===== src/rtl/sched_pkg.sv =====
package sched_pkg;
  localparam int NUM_SLICES = 2;
  localparam int MAX_PAIR   = 2;
endpackage


===== src/rtl/sched_warp_queue.sv =====
module sched_warp_queue #(
  parameter int DEPTH = 4,
  parameter int W     = 17,
  localparam int PW   = $clog2(DEPTH)
) (
  input  logic         clk_i,
  input  logic         rst_i,
  input  logic         push_i,
  input  logic [W-1:0] push_data_i,
  input  logic [1:0]   pop_i,
  output logic [W-1:0] head0_o,
  output logic [W-1:0] head1_o,
  output logic         head0_vld_o,
  output logic         head1_vld_o,
  output logic         full_o
);
  logic [W-1:0] mem_q [DEPTH];
  logic [PW-1:0] rd_q, wr_q;
  logic [PW:0]   cnt_q;

  assign head0_o     = mem_q[rd_q];
  assign head1_o     = mem_q[rd_q + PW'(1)];
  assign head0_vld_o = cnt_q >= (PW+1)'(1);
  assign head1_vld_o = cnt_q >= (PW+1)'(2);
  assign full_o      = cnt_q == (PW+1)'(DEPTH);

  always_ff @(posedge clk_i) begin
    if (push_i) mem_q[wr_q] <= push_data_i;
    if (rst_i) begin
      rd_q  <= '0;
      wr_q  <= '0;
      cnt_q <= '0;
    end else begin
      if (push_i) wr_q <= wr_q + PW'(1);
      rd_q  <= rd_q + PW'(pop_i);
      cnt_q <= cnt_q + (PW+1)'(push_i) - (PW+1)'(pop_i);
    end
  end
endmodule


===== src/rtl/sched_rr_pick.sv =====
module sched_rr_pick #(
  parameter int N   = 2,
  localparam int IW = (N > 1) ? $clog2(N) : 1
) (
  input  logic [N-1:0]  req_i,
  input  logic [IW-1:0] ptr_i,
  output logic          any_o,
  output logic [IW-1:0] idx_o
);
  logic [IW-1:0] cand;
  always_comb begin
    any_o = 1'b0;
    idx_o = ptr_i;
    cand  = ptr_i;
    // walk from the farthest offset down so the nearest requester wins
    for (int i = N - 1; i >= 0; i--) begin
      cand = ptr_i + IW'(i);
      if (req_i[cand]) begin
        any_o = 1'b1;
        idx_o = cand;
      end
    end
  end
endmodule


===== src/rtl/dual_issue_sched.sv =====
module dual_issue_sched
  import sched_pkg::*;
#(
  parameter int NUM_WARPS = 4,
  parameter int Q_DEPTH   = 4,
  parameter int NUM_PIPES = 3,
  parameter int NUM_REGS  = 8,
  parameter int TAG_W     = 8,
  localparam int WID_W    = $clog2(NUM_WARPS),
  localparam int REG_W    = $clog2(NUM_REGS)
) (
  input  logic                       clk_i,
  input  logic                       rst_i,
  input  logic                       in_valid_i,
  output logic                       in_ready_o,
  input  logic [WID_W-1:0]           in_warp_i,
  input  logic [TAG_W-1:0]           in_tag_i,
  input  logic [REG_W-1:0]           in_dst_i,
  input  logic [REG_W-1:0]           in_src0_i,
  input  logic [REG_W-1:0]           in_src1_i,
  input  logic                       wb_valid_i,
  input  logic [WID_W-1:0]           wb_warp_i,
  input  logic [REG_W-1:0]           wb_reg_i,
  output logic [NUM_PIPES-1:0]       iss_valid_o,
  output logic [NUM_PIPES-1:0]       iss_half_o,
  output logic [NUM_PIPES*WID_W-1:0] iss_warp_o,
  output logic [NUM_PIPES*TAG_W-1:0] iss_tag_o
);
  localparam int WPS   = NUM_WARPS / NUM_SLICES;
  localparam int LID_W = (WPS > 1) ? $clog2(WPS) : 1;
  localparam int EW    = TAG_W + 3 * REG_W;
  localparam int CNT_W = $clog2(NUM_PIPES + NUM_SLICES * MAX_PAIR + 1);

  // entry layout: {tag, dst, src0, src1}
  function automatic logic [TAG_W-1:0] f_tag(input logic [EW-1:0] e);
    return e[EW-1 -: TAG_W];
  endfunction
  function automatic logic [REG_W-1:0] f_dst(input logic [EW-1:0] e);
    return e[3*REG_W-1 -: REG_W];
  endfunction
  function automatic logic [REG_W-1:0] f_s0(input logic [EW-1:0] e);
    return e[2*REG_W-1 -: REG_W];
  endfunction
  function automatic logic [REG_W-1:0] f_s1(input logic [EW-1:0] e);
    return e[REG_W-1:0];
  endfunction
  function automatic logic hazard(input logic [NUM_REGS-1:0] row, input logic [EW-1:0] e);
    return row[f_dst(e)] | row[f_s0(e)] | row[f_s1(e)];
  endfunction

  logic [NUM_WARPS-1:0][EW-1:0]       h0, h1;
  logic [NUM_WARPS-1:0]               h0_v, h1_v, full, rdy0, pair_ok;
  logic [NUM_WARPS-1:0][1:0]          pop;
  logic [NUM_WARPS-1:0][NUM_REGS-1:0] sb_q, sb_d;

  assign in_ready_o = !full[in_warp_i];

  // ---------------- per-warp queues and eligibility ----------------
  for (genvar w = 0; w < NUM_WARPS; w++) begin : g_warp
    sched_warp_queue #(.DEPTH(Q_DEPTH), .W(EW)) q_i (
      .clk_i       (clk_i),
      .rst_i       (rst_i),
      .push_i      (in_valid_i && in_ready_o && (in_warp_i == WID_W'(w))),
      .push_data_i ({in_tag_i, in_dst_i, in_src0_i, in_src1_i}),
      .pop_i       (pop[w]),
      .head0_o     (h0[w]),
      .head1_o     (h1[w]),
      .head0_vld_o (h0_v[w]),
      .head1_vld_o (h1_v[w]),
      .full_o      (full[w])
    );
    assign rdy0[w]    = h0_v[w] && !hazard(sb_q[w], h0[w]);
    assign pair_ok[w] = rdy0[w] && h1_v[w] && !hazard(sb_q[w], h1[w])
                        && (f_s0(h1[w]) != f_dst(h0[w]))
                        && (f_s1(h1[w]) != f_dst(h0[w]))
                        && (f_dst(h1[w]) != f_dst(h0[w]));
  end

  // ---------------- scheduler slices ----------------
  logic [NUM_SLICES-1:0][LID_W-1:0] sel_k, ptr_q;
  logic [NUM_SLICES-1:0][WID_W-1:0] sel_w;
  logic [NUM_SLICES-1:0]            any;
  logic [NUM_SLICES-1:0][CNT_W-1:0] want, grant;

  for (genvar s = 0; s < NUM_SLICES; s++) begin : g_slice
    logic [WPS-1:0] req;
    for (genvar k = 0; k < WPS; k++) begin : g_req
      assign req[k] = rdy0[k*NUM_SLICES + s];
    end
    sched_rr_pick #(.N(WPS)) pick_i (
      .req_i (req),
      .ptr_i (ptr_q[s]),
      .any_o (any[s]),
      .idx_o (sel_k[s])
    );
    assign sel_w[s] = {sel_k[s], 1'(s)};
    assign want[s]  = !any[s] ? '0 : (pair_ok[sel_w[s]] ? CNT_W'(2) : CNT_W'(1));
  end

  // ---------------- shared pipe allocation ----------------
  logic [NUM_PIPES-1:0]             pv_q, ph_q, free, a_v, a_s, a_i;
  logic [NUM_PIPES-1:0][WID_W-1:0]  pw_q;
  logic [NUM_PIPES-1:0][TAG_W-1:0]  pt_q;
  logic                             prio_q, first, contest;
  logic [CNT_W-1:0]                 nfree, g_a, g_b, left, used;

  always_comb begin
    nfree = '0;
    for (int p = 0; p < NUM_PIPES; p++) begin
      free[p] = !(pv_q[p] && !ph_q[p]);
      nfree   = nfree + CNT_W'(free[p]);
    end
    contest  = (want[0] + want[1]) > nfree;
    first    = prio_q;
    g_a      = (want[first] < nfree) ? want[first] : nfree;
    left     = nfree - g_a;
    g_b      = (want[!first] < left) ? want[!first] : left;
    grant[0] = first ? g_b : g_a;
    grant[1] = first ? g_a : g_b;
    used     = '0;
    for (int p = 0; p < NUM_PIPES; p++) begin
      a_v[p] = 1'b0;
      a_s[p] = first;
      a_i[p] = 1'b0;
      if (free[p]) begin
        if (used < g_a) begin
          a_v[p] = 1'b1;
          a_i[p] = (used != '0);
        end else if (used < g_a + g_b) begin
          a_v[p] = 1'b1;
          a_s[p] = !first;
          a_i[p] = (used != g_a);
        end
        used = used + CNT_W'(1);
      end
    end
  end

  always_comb begin
    sb_d = sb_q;
    if (wb_valid_i) sb_d[wb_warp_i][wb_reg_i] = 1'b0;
    for (int w = 0; w < NUM_WARPS; w++) pop[w] = '0;
    for (int s = 0; s < NUM_SLICES; s++) begin
      if (grant[s] != '0) begin
        pop[sel_w[s]] = grant[s][1:0];
        sb_d[sel_w[s]][f_dst(h0[sel_w[s]])] = 1'b1;
      end
      if (grant[s] == CNT_W'(2)) sb_d[sel_w[s]][f_dst(h1[sel_w[s]])] = 1'b1;
    end
  end

  always_ff @(posedge clk_i) begin
    if (rst_i) begin
      pv_q   <= '0;
      ph_q   <= '0;
      pw_q   <= '0;
      pt_q   <= '0;
      prio_q <= 1'b0;
      ptr_q  <= '0;
      sb_q   <= '0;
    end else begin
      for (int p = 0; p < NUM_PIPES; p++) begin
        if (a_v[p]) begin
          pv_q[p] <= 1'b1;
          ph_q[p] <= 1'b0;
          pw_q[p] <= sel_w[a_s[p]];
          pt_q[p] <= a_i[p] ? f_tag(h1[sel_w[a_s[p]]]) : f_tag(h0[sel_w[a_s[p]]]);
        end else if (pv_q[p] && !ph_q[p]) begin
          ph_q[p] <= 1'b1;
        end else begin
          pv_q[p] <= 1'b0;
          ph_q[p] <= 1'b0;
        end
      end
      if (contest) prio_q <= !prio_q;
      for (int s = 0; s < NUM_SLICES; s++)
        if (grant[s] != '0) ptr_q[s] <= sel_k[s] + LID_W'(1);
      sb_q <= sb_d;
    end
  end

  assign iss_valid_o = pv_q;
  assign iss_half_o  = ph_q;
  for (genvar p = 0; p < NUM_PIPES; p++) begin : g_out
    assign iss_warp_o[p*WID_W +: WID_W] = pw_q[p];
    assign iss_tag_o[p*TAG_W +: TAG_W]  = pt_q[p];
  end
endmodule


===== config.mk =====
export PLATFORM = sky130hd
export DESIGN_NAME = dual_issue_sched
export DESIGN_NICKNAME = d
export VERILOG_FILES = /design/src/rtl/sched_pkg.sv /design/src/rtl/sched_warp_queue.sv /design/src/rtl/sched_rr_pick.sv /design/src/rtl/dual_issue_sched.sv
export SDC_FILE = /design/constraint.sdc
export NUM_CORES = 1
export LEC_CHECK = 0
export BUFFER_PORTS_ARGS = -buffer_cell sky130_fd_sc_hd__buf_4
export CELL_PAD_IN_SITES_DETAIL_PLACEMENT = 0
export CELL_PAD_IN_SITES_GLOBAL_PLACEMENT = 1
export CORE_UTILIZATION = 35
export DETAILED_ROUTE_END_ITERATION = 16
export HOLD_SLACK_MARGIN = 0.08
export PLACE_DENSITY = 0.68
export SKIP_CTS_REPAIR_TIMING = 1
export SLEW_MARGIN = 15
export SYNTH_ARGS = -nofsm -noshare
export SYNTH_HDL_FRONTEND = slang
export SYNTH_SLANG_ARGS = --single-unit

===== constraint.sdc =====
create_clock -name clk_i -period 18.28 [get_ports clk_i]
set_clock_uncertainty 0.2 [all_clocks]
set_input_delay 3.656 -clock clk_i [delete_from_list [all_inputs] [get_ports clk_i]]
set_output_delay 3.656 -clock clk_i [all_outputs]
set_load 0.05 [all_outputs]

==> results by group, run 1 <==
Global routing
  • Number of antenna violations at the first check in global routing: 0
  • Vias in the first global route: 14,000
  • Overall overflow remaining after global route: 0
  • Largest net degree at the start of global routing: 52
  • Overall routing resource usage: 19.5%
  • Wire length of the first global-routing pass: 88,100 um

Route
  • Total number of vias: 14,100
  • Sum of routed wire length over all layers: 58,500 um
  • Detailed-router iteration count before antenna repair: 5
  • Post-DRT Antenna Nets: 0
  • Drt wl/cell: 23.6 um
  • Count of routing violations after the opening detailed-route iteration: 1,342
  • Final routed DRC violation total: 0
  • Post-DR vias/cell: 5.67

STA
  • Setup repair after global routing missed its margin: false
  • Fmax achieved: 98.2 MHz
  • Remaining max-slew budget at the tightest pin: 22.5%
  • Share of the clock period used by the worst path: 55.7%
  • Worst Max-Slew Pin Slew: 1.16 ns
  • Final slew viol count: 0
  • Setup TNS: 0 ns
  • Final min period: 10.18 ns
  • Count of final setup violators: 0
  • Final hold vios: 0

Critical path
  • Beginning of the worst register-to-register path: g_warp[2].q_i.rd_q[0]
  • Setup slack of the most critical reg-to-reg path: 8.10 ns
  • Startpoint class of the critical path: register
  • Number of cells on the worst reg-to-reg path: 33
  • Slowest cell on the critical path: sky130_fd_sc_hd__mux2i_4
  • Classification of the worst setup path: register to register
  • Maximum net fanout on the critical path: 51
  • Most used cell along the critical path: sky130_fd_sc_hd__ha_1
  • Signal arrival time at the worst endpoint: 10.49 ns
  • Max stage delay on crit path: 0.78 ns
  • Required @ worst endpoint: 18.59 ns
  • Reg2reg end: iss_tag_o[16]
  • Sort of element at the end of the critical path: register

Cells and area
  • Post-Route Utilization: 40.0%
  • Fraction of layout cells with a size suffix above 1: 19.5%
  • Number of antenna diodes: 0
  • Filler cell count in the final layout: 5,478
  • Total area of multi-input combinational cells: 9900 um2
  • Final net count: 1,764
  • Synth-to-Final Area Change: 12.1%
  • FF/Latch Area: 10,200 um2

Placed design
  • Routability congestion estimate from global placement: 0.873
  • # port buffers: 64
  • Half-perimeter wire length after placement: 42,000 um

Yosys
  • Library cells used by synthesis: 81
  • Synthesized area per cell: 12.6 um2
  • Top area cells in the synthesized netlist: sky130_fd_sc_hd__edfxtp_1, sky130_fd_sc_hd__mux4_2, sky130_fd_sc_hd__dfxtp_1
  • Predominant post-synthesis flop cell: sky130_fd_sc_hd__edfxtp_1
  • Top cell type by total area after synthesis: sky130_fd_sc_hd__edfxtp_1
  • Mapped Cells: 1,645
  • Warnings, synthesis: 0
  • Fraction of registers with async set or reset after synthesis: 0%
  • Share of Yosys cell area claimed by the top area cell type: 39.4%
  • Share of the yosys chip area belonging to registers: 48.9%
  • Seq cells post-synth: 371
  • Netlist Area Pre-Place: 20,700 um2
  • Net count of the mapped netlist: 1,728
  • Number of enable-type register cells in the synthesized netlist: 272

Clock network
  • CTS root buf: sky130_fd_sc_hd__clkbuf_16
  • Clock tree buffer depth: 3
  • Sinks on the clock net: 371
  • Number of CTS-inserted buffers: 42
  • CTS tree: built
  • Clock transition at path regs: 0.06 ns
  • H-tree levels: 2
  • Insertion delay to the later sink of the worst-skew pair: 0.58 ns

Worst hold path
  • Hold Crit Class: register to register
  • Worst min-delay path endpoint: iss_tag_o[7]
  • WHS Path Cells: 1
  • Worst Min Path Start: iss_tag_o[7]

Floorplan
  • Placement Rows: 88
  • DIE WIDTH: 245 um
  • Die ar.: 60,200 um2
  • Vertical die dimension: 245 um
  • Top-Level Pins: 65
  • Core region area: 58,100 um2
  • Initial cell density of the core: 35.7%

Outcome
  • Result of the run: completed

Flow run
  • Max-capacitance violation count: 0
## metrics by stage
step,cells,area [um2],hold WS (ns),setup WS (ns)
finish,2480,23200,0.278,8.10
global route,2480,23200,0.314,7.34
CTS,2480,23200,0.284,8.13
detailed placement,2402,21900,0.267,8.19
global placement,2402,21900,0.272,8.38
floorplan,1645,20700,0.268,9.24
## kinds of logic (layout without fill, tap and decap cells)
| logic type | Yosys count | count (layout) | share of synthesized area [%] |
|---|---|---|---|
| AO/OA/AOI/OAI | 283 | 283 | 9.37 |
| XOR/XNOR | 54 | 54 | 2.28 |
| adder cells (fa/ha/maj) | 57 | 57 | 3.69 |
| buffers and inverters | 155 | 225 | 3.43 |
| flip-flops | 371 | 371 | 48.9 |
| multiplexers | 350 | 350 | 23.6 |
| AND/OR/NAND/NOR | 375 | 375 | 8.68 |
## flip-flops by register name (all words and copies together) (netlist names)
signal,cells
g_warp.q_i.rd_q,8
first,1
g_warp.q_i.wr_q,8
g_warp.q_i.mem_q,272
iss_half_o,3
iss_warp_o,6
sb_q,32
ptr_q,2
g_warp.q_i.cnt_q,12
iss_tag_o,24
iss_valid_o,3
## layer usage
layer  vias up  wire length [um]  GRT usage, %
li1       6419                 -             -
met5         -                 0             0
met3        71              2780          2.84
met2       422             28400          32.7
met4         0              1130          4.71
met1      7151             26200          26.3
## worst max path at each step
stage / startpoint / end / slack, ns / depth (start not counted)
floorplan: in_warp_i[1] / in_ready_o / 9.24 / 4
global placement: g_warp[2].q_i.rd_q[0] / iss_tag_o[16] / 8.38 / 33
detailed placement: g_warp[2].q_i.rd_q[0] / iss_tag_o[17] / 8.19 / 33
CTS: g_warp[2].q_i.rd_q[0] / iss_tag_o[21] / 8.13 / 33
global route: g_warp[2].q_i.rd_q[0] / iss_tag_o[22] / 7.34 / 33
finish: g_warp[2].q_i.rd_q[0] / iss_tag_o[16] / 8.10 / 33
## worst max-delay path: cells and delay by family (launching register included)
kind            cells  cell delay, ns
mux                 6            3.33
fa+ha+maj           7            2.18
buf+inv             4            0.93
xor+xnor            2            0.28
simple gates        4            0.80
compound gates     10            2.03
flops               1            0.31
## final cells by class
| cell class | count | area share (%) |
|---|---|---|
| Clock buffer | 58 | 5.00 |
| Inverter | 62 | 1.00 |
| Tap cell | 765 | 4.12 |
| Timing Repair Buffer | 85 | 2.75 |
| Clock inverter | 20 | 0.829 |
| Sequential cell | 371 | 43.7 |
| Multi-Input combinational cell | 1119 | 42.6 |
## layout by cell type (no fill, tap or decap), types with 60 or more instances in the layout
master                     instances
sky130_fd_sc_hd__a21oi_1          76
sky130_fd_sc_hd__buf_4            85
sky130_fd_sc_hd__dfxtp_1          91
sky130_fd_sc_hd__edfxtp_1        272
sky130_fd_sc_hd__inv_1            62
sky130_fd_sc_hd__mux2_2           60
sky130_fd_sc_hd__mux2i_1         186
sky130_fd_sc_hd__mux4_2           90
sky130_fd_sc_hd__nand2_1          71
sky130_fd_sc_hd__nor2_1          141
## cell usage after synthesis, drive strengths merged, types with 20 or more instances
| cell type | count |
|---|---|
| edfxtp | 272 |
| mux2i | 188 |
| nor2 | 142 |
| mux4 | 101 |
| dfxtp | 99 |
| a21oi | 78 |
| nand2 | 71 |
| inv | 62 |
| mux2 | 61 |
| o21ai | 57 |
| buf | 55 |
| ha | 48 |
| clkbuf | 37 |
| xor2 | 32 |
| nor3 | 29 |
| nand3 | 25 |
| nand2b | 24 |
| o221ai | 22 |
| xnor2 | 22 |
| o211ai | 21 |
| and2 | 20 |
Power of run 1 is not shown: default switching activity piles up to over one toggle a cycle in this logic, so the estimate is an artifact.
==> run 2, diff against run 1 <==
- ABC_AREA: not set -> 1
- PLACE_DENSITY: 0.68 -> 0.75
- clock period: 18.28 -> 8.93 ns (I/O delays scaled with it)
==> run 2 against run 1 <==
Against the previous run:
- the flow now finishes with violations (antenna violations)
- register-to-register slack lost 7.3 ns
- final area up 10%
- critical path depth rose by 9
- worst hold slack better by 0.0050 ns
- core utilization is 0.34 points lower
- first-iteration DRC count grew 52%
- sequential cell count unchanged
- via count is 50% higher
- area after synthesis grew 11%
- sequential share of layout area decreased by 4.0 points
- die area grew 11%
- fmax is 25% higher
==> results by group, run 2 <==
Floorplan
  • Core region area: 64,600 um2
  • Top-Level Pins: 65
  • Initial cell density of the core: 35.5%
  • Placement Rows: 93
  • Vertical die dimension: 258 um
  • Die ar.: 66,600 um2
  • DIE WIDTH: 258 um

STA
  • Remaining max-slew budget at the tightest pin: 24.2%
  • Final hold vios: 0
  • Fmax achieved: 122 MHz
  • Final slew viol count: 0
  • Share of the clock period used by the worst path: 91.4%
  • Final min period: 8.16 ns
  • Worst Max-Slew Pin Slew: 1.13 ns
  • Post-Route Hold Slack: 0.283 ns
  • Count of final setup violators: 0
  • Setup TNS: 0 ns
  • Setup repair after global routing missed its margin: false

Route
  • Detailed-router iteration count before antenna repair: 6
  • Post-DRT Antenna Nets: 1
  • Final routed DRC violation total: 0
  • Met2 routed WL: 35,900 um
  • Uppermost signal routing layer after detailed routing: met4
  • Sum of routed wire length over all layers: 77,800 um
  • Total number of vias: 21,000
  • Post-route met1 wirelength: 34,200 um
  • Post-DR vias/cell: 5.33
  • Count of routing violations after the opening detailed-route iteration: 2,034
  • Met3 WL post-DR: 5610 um
  • Drt wl/cell: 19.7 um

Critical path
  • Classification of the worst setup path: register to register
  • Max stage delay on crit path: 0.58 ns
  • Signal arrival time at the worst endpoint: 8.43 ns
  • Startpoint class of the critical path: register
  • Maximum net fanout on the critical path: 65
  • Required @ worst endpoint: 9.20 ns
  • Slowest cell on the critical path: sky130_fd_sc_hd__nor2_2
  • Setup slack of the most critical reg-to-reg path: 0.77 ns
  • Sort of element at the end of the critical path: register
  • Most used cell along the critical path: sky130_fd_sc_hd__nand2_1

Clock network
  • Sinks on the clock net: 371
  • Number of CTS-inserted buffers: 44
  • H-tree levels: 2
  • Clock tree buffer depth: 3
  • CTS root buf: sky130_fd_sc_hd__clkbuf_16
  • Insertion delay to the later sink of the worst-skew pair: 0.59 ns
  • Clock transition at path regs: 0.06 ns
  • CTS tree: built

Cells and area
  • Final design area excluding fillers: 25,600 um2
  • Final net count: 3,135
  • Highest-count cells in the layout ignoring fill and taps: sky130_fd_sc_hd__nand2_1, sky130_fd_sc_hd__inv_1, sky130_fd_sc_hd__nand3_1
  • Fraction of layout cells with a size suffix above 1: 8.94%
  • Most common cell after layout, fill and taps aside: sky130_fd_sc_hd__nand2_1
  • Final cell count without fillers: 3,948
  • Synth-to-Final Area Change: 11.6%
  • Filler cell count in the final layout: 6,565
  • Max reg flops: 272
  • Largest Register: g_warp.q_i.mem_q

Placed design
  • # port buffers: 64
  • Inst Count DP: 3,861
  • Placed cell area: 24,100 um2
  • Routability congestion estimate from global placement: 0.937
  • Half-perimeter wire length after placement: 56,600 um

Outcome
  • Violations in the final reports: antenna violations
  • Result of the run: finished, violations left

Yosys
  • Library cells used by synthesis: 46
  • Top area cells in the synthesized netlist: sky130_fd_sc_hd__edfxtp_1, sky130_fd_sc_hd__nand2_1, sky130_fd_sc_hd__dfxtp_1
  • Synthesized area per cell: 7.59 um2
  • Seq cells post-synth: 371
  • Mapped Cells: 3,021
  • Synth cell count leaders: sky130_fd_sc_hd__nand2_1, sky130_fd_sc_hd__inv_1, sky130_fd_sc_hd__nand3_1
  • Fraction of synthesized area in multiplexers: 0%
  • Share of the yosys chip area belonging to registers: 44.3%
  • Warnings, synthesis: 0
  • Most frequent cell after synthesis: sky130_fd_sc_hd__nand2_1
  • Net count of the mapped netlist: 3,104
  • Xor and xnor area share after synthesis: 0.955%
  • Share of Yosys cell area claimed by the top area cell type: 35.6%
  • Top cell type by total area after synthesis: sky130_fd_sc_hd__edfxtp_1
  • Predominant post-synthesis flop cell: sky130_fd_sc_hd__edfxtp_1
  • Fraction of registers with async set or reset after synthesis: 0%
  • Dominant combinational cell family by area after synthesis: simple AND/OR/NAND/NOR gates
  • Synthesized-area fraction occupied by ao, oa, aoi and oai cells: 13.2%
  • Number of enable-type register cells in the synthesized netlist: 272
  • Post-synthesis share of cell area spent on full adders, half adders and majority gates: 3.23%
  • Simple-Gate Fraction of Synth Area: 29.2%
  • Netlist Area Pre-Place: 22,900 um2

Global routing
  • Largest net degree at the start of global routing: 66
  • Overall overflow remaining after global route: 0
  • Wire length of the first global-routing pass: 117,000 um
  • Number of antenna violations at the first check in global routing: 0
  • Vias in the first global route: 19,700
  • Overall routing resource usage: 23.0%

Flow run
  • Max-capacitance violation count: 0

Worst hold path
  • Hold Crit Class: register to register
## run 2: changes by cell type after synthesis, sizes merged, moves of 61 or more
cell,before,now
o211ai,21,84
nand2,71,932
mux4,101,0
mux2,61,0
nor2,142,272
o21ai,57,190
nand3,25,321
a21oi,78,158
inv,62,357
mux2i,188,0
## run 2: critical path: cells and delay by family, from the launching register on
kind	cells	cell delay (ns)
XOR/XNOR	1	0.16
AND/OR/NAND/NOR	22	3.02
AO/OA/AOI/OAI	7	1.33
adder cells (fa/ha/maj)	6	1.68
buffers and inverters	6	1.13
flip-flops	1	0.45
## run 2: path summary, 6_finish.rpt
path | from | endpoint | cells past startpoint
setup reg to reg | g_warp[2].q_i.rd_q[0] | iss_tag_o[17] | 42
setup / recovery | g_warp[2].q_i.rd_q[0] | iss_tag_o[17] | 42
hold reg to reg | g_warp[1].q_i.cnt_q[2] | g_warp[1].q_i.cnt_q[2] | 1
hold / removal | g_warp[1].q_i.cnt_q[2] | g_warp[1].q_i.cnt_q[2] | 1
## run 2: per-stage QoR
step | setup WS (ns) | utilization, %
4_1_cts | 0.545 | 39.6
2_1_floorplan | 2.45 | -
3_3_place_gp | 0.684 | 37.3
3_5_place_dp | 0.572 | 37.3
6_report | 0.767 | 39.6
5_1_grt | 0.0855 | 39.6
## run 2: layout make-up
class / instances / area (um2) / area share [%]
Antenna cell: 5 / 12.5 / 0.0489
Clock buffer: 60 / 1220 / 4.78
Clock inverter: 22 / 256 / 1.00
Inverter: 361 / 1360 / 5.32
Multi-Input combinational cell: 2165 / 10700 / 41.8
Sequential cell: 371 / 10200 / 39.7
Tap cell: 855 / 1070 / 4.18
Timing Repair Buffer: 109 / 818 / 3.20
## run 2: cells by family (layout without fill, tap and decap cells)
group	Yosys count	count (layout)
flops	371	371
other cells	0	5
simple gates	1578	1578
buf+inv	485	552
fa+ha+maj	55	55
compound gates	507	507
xor+xnor	25	25
## run 2: layer usage
layer / GRT usage (%) / up-vias
li1: - / 10100
met1: 31.2 / 9995
met2: 38.0 / 788
met3: 3.18 / 116
met4: 7.28 / 0
met5: 0 / -
Power of run 2 is left out for the same reason.
==> run 3, diff against run 2 <==
--- a/config.mk
+++ b/config.mk
@@ -15,2 +15,3 @@
 export PLACE_DENSITY = 0.75
+export REMOVE_ABC_BUFFERS = 1
 export SKIP_CTS_REPAIR_TIMING = 1
==> constraint.sdc (replaced) <==
create_clock -name clk_i -period 8.93 [get_ports clk_i]
set_clock_uncertainty 0.2 [all_clocks]
set_input_delay 1.3395 -clock clk_i [delete_from_list [all_inputs] [get_ports clk_i]]
set_output_delay 1.3395 -clock clk_i [all_outputs]
set_load 0.05 [all_outputs]
==> run 3 against run 2 <==
Against the previous run:
- the flow now finishes without violations
- first-iteration DRC count is 5.7% lower
- critical path depth is 2 higher
- final area hardly changed
- highest routed layer unchanged
- worst hold slack worse by 0.015 ns
- cell count is 0.25% lower
- setup slack better by 0.093 ns
==> results by group, run 3 (synthesis gave the netlist of run 2 again) <==
STA
  • Final hold vios: 0
  • Fmax achieved: 124 MHz
  • Remaining max-slew budget at the tightest pin: 20.8%
  • Post-route worst setup slack: 0.859 ns
  • Count of final setup violators: 0
  • Share of the clock period used by the worst path: 90.4%
  • Final slew viol count: 0
  • Worst Max-Slew Pin Slew: 1.18 ns
  • Setup repair after global routing missed its margin: false
  • Final min period: 8.07 ns

Critical path
  • Maximum net fanout on the critical path: 53
  • Slowest cell on the critical path: sky130_fd_sc_hd__dfxtp_2
  • Classification of the worst setup path: register to register
  • Max stage delay on crit path: 0.61 ns
  • Most used cell along the critical path: sky130_fd_sc_hd__nand2_1
  • Crit path buf inv count: 4
  • Required @ worst endpoint: 9.15 ns
  • Cell class contributing the biggest share of worst-path delay: simple AND/OR/NAND/NOR gates
  • Signal arrival time at the worst endpoint: 8.29 ns
  • Startpoint class of the critical path: register
  • Sort of element at the end of the critical path: register

Cells and area
  • Synth-to-Final Area Change: 11.6%
  • Most common cell after layout, fill and taps aside: sky130_fd_sc_hd__nand2_1
  • Max reg flops: 272
  • Filler cell count in the final layout: 6,602
  • Largest Register: g_warp.q_i.mem_q
  • Fraction of layout cells with a size suffix above 1: 9.24%
  • Final net count: 3,131
  • Number of antenna diodes: 0
  • Highest-count cells in the layout ignoring fill and taps: sky130_fd_sc_hd__nand2_1, sky130_fd_sc_hd__inv_1, sky130_fd_sc_hd__nand3_1

Route
  • Post-DR vias/cell: 5.33
  • Drt wl/cell: 19.4 um
  • Total number of vias: 21,000
  • Final routed DRC violation total: 0
  • Sum of routed wire length over all layers: 76,500 um
  • Detailed-router iteration count before antenna repair: 8
  • Count of routing violations after the opening detailed-route iteration: 1,918
  • Post-DRT Antenna Nets: 0

Floorplan
  • Core region area: 64,600 um2
  • Top-Level Pins: 65
  • Initial cell density of the core: 35.5%
  • Vertical die dimension: 258 um
  • Die ar.: 66,600 um2
  • DIE WIDTH: 258 um
  • Placement Rows: 93

Clock network
  • H-tree levels: 2
  • Number of CTS-inserted buffers: 44
  • CTS tree: built
  • Clock tree buffer depth: 3
  • Insertion delay to the later sink of the worst-skew pair: 0.58 ns
  • CTS root buf: sky130_fd_sc_hd__clkbuf_16
  • Clock transition at path regs: 0.06 ns
  • Sinks on the clock net: 371

Global routing
  • Largest net degree at the start of global routing: 76
  • Wire length of the first global-routing pass: 117,000 um
  • Overall routing resource usage: 22.7%
  • Overall overflow remaining after global route: 0
  • Vias in the first global route: 19,500
  • Number of antenna violations at the first check in global routing: 0

Outcome
  • Result of the run: completed

Placed design
  • # port buffers: 64
  • Routability congestion estimate from global placement: 0.942
  • Half-perimeter wire length after placement: 55,200 um
  • Worst Setup Slack post-DPL: 0.772 ns

Worst hold path
  • Hold Crit Class: register to register

Flow run
  • Max-capacitance violation count: 0
## run 3: per-stage QoR
step           instance area, um2  cells  TNS [ns]  hold WS, ns  utilization (%)
6_report                    25600   3938         0        0.268             39.7
5_1_grt                     25600   3938         0        0.298             39.7
4_1_cts                     25600   3938         0        0.272             39.6
3_5_place_dp                24100   3857         0        0.261             37.3
3_3_place_gp                24100   3857         0        0.257             37.3
2_1_floorplan               22200   2897     -5.07        0.243                -
## run 3: layout make-up
class	count	area, um2	area share, %
multi-input cells	2165	10700	41.8
flip-flops and latches	371	10200	39.7
inverters	361	1370	5.35
clock buffers	52	1170	4.57
well taps	855	1070	4.18
repair buffers	105	792	3.09
clock inverters	29	344	1.34
## run 3: worst register-to-register path: cells and delay by family, from the launching register on
| kind | cells | cell delay, ns |
|---|---|---|
| simple gates | 30 | 4.21 |
| fa+ha+maj | 5 | 1.37 |
| buf+inv | 4 | 0.85 |
| flops | 1 | 0.61 |
| compound gates | 4 | 0.54 |
| xor+xnor | 1 | 0.14 |
## run 3: path summary, 6_finish.rpt
path / from / end / slack [ns] / depth (start not counted)
worst max-delay path: g_warp[1].q_i.rd_q[0] / iss_tag_o[6] / 0.86 / 44
worst min register to register: iss_tag_o[4] / iss_tag_o[4] / 0.27 / 2
worst min-delay path: iss_tag_o[4] / iss_tag_o[4] / 0.27 / 2
worst max register to register: g_warp[1].q_i.rd_q[0] / iss_tag_o[6] / 0.86 / 44
## run 3: per-layer routing
metal	vias to the layer above	GRT usage (%)	routed length (um)
li1	10100	-	-
met1	9991	31.5	34900
met2	719	36.7	34800
met3	128	2.62	4330
met4	0	7.26	2470
met5	-	0	0
Power of run 3 is left out for the same reason.
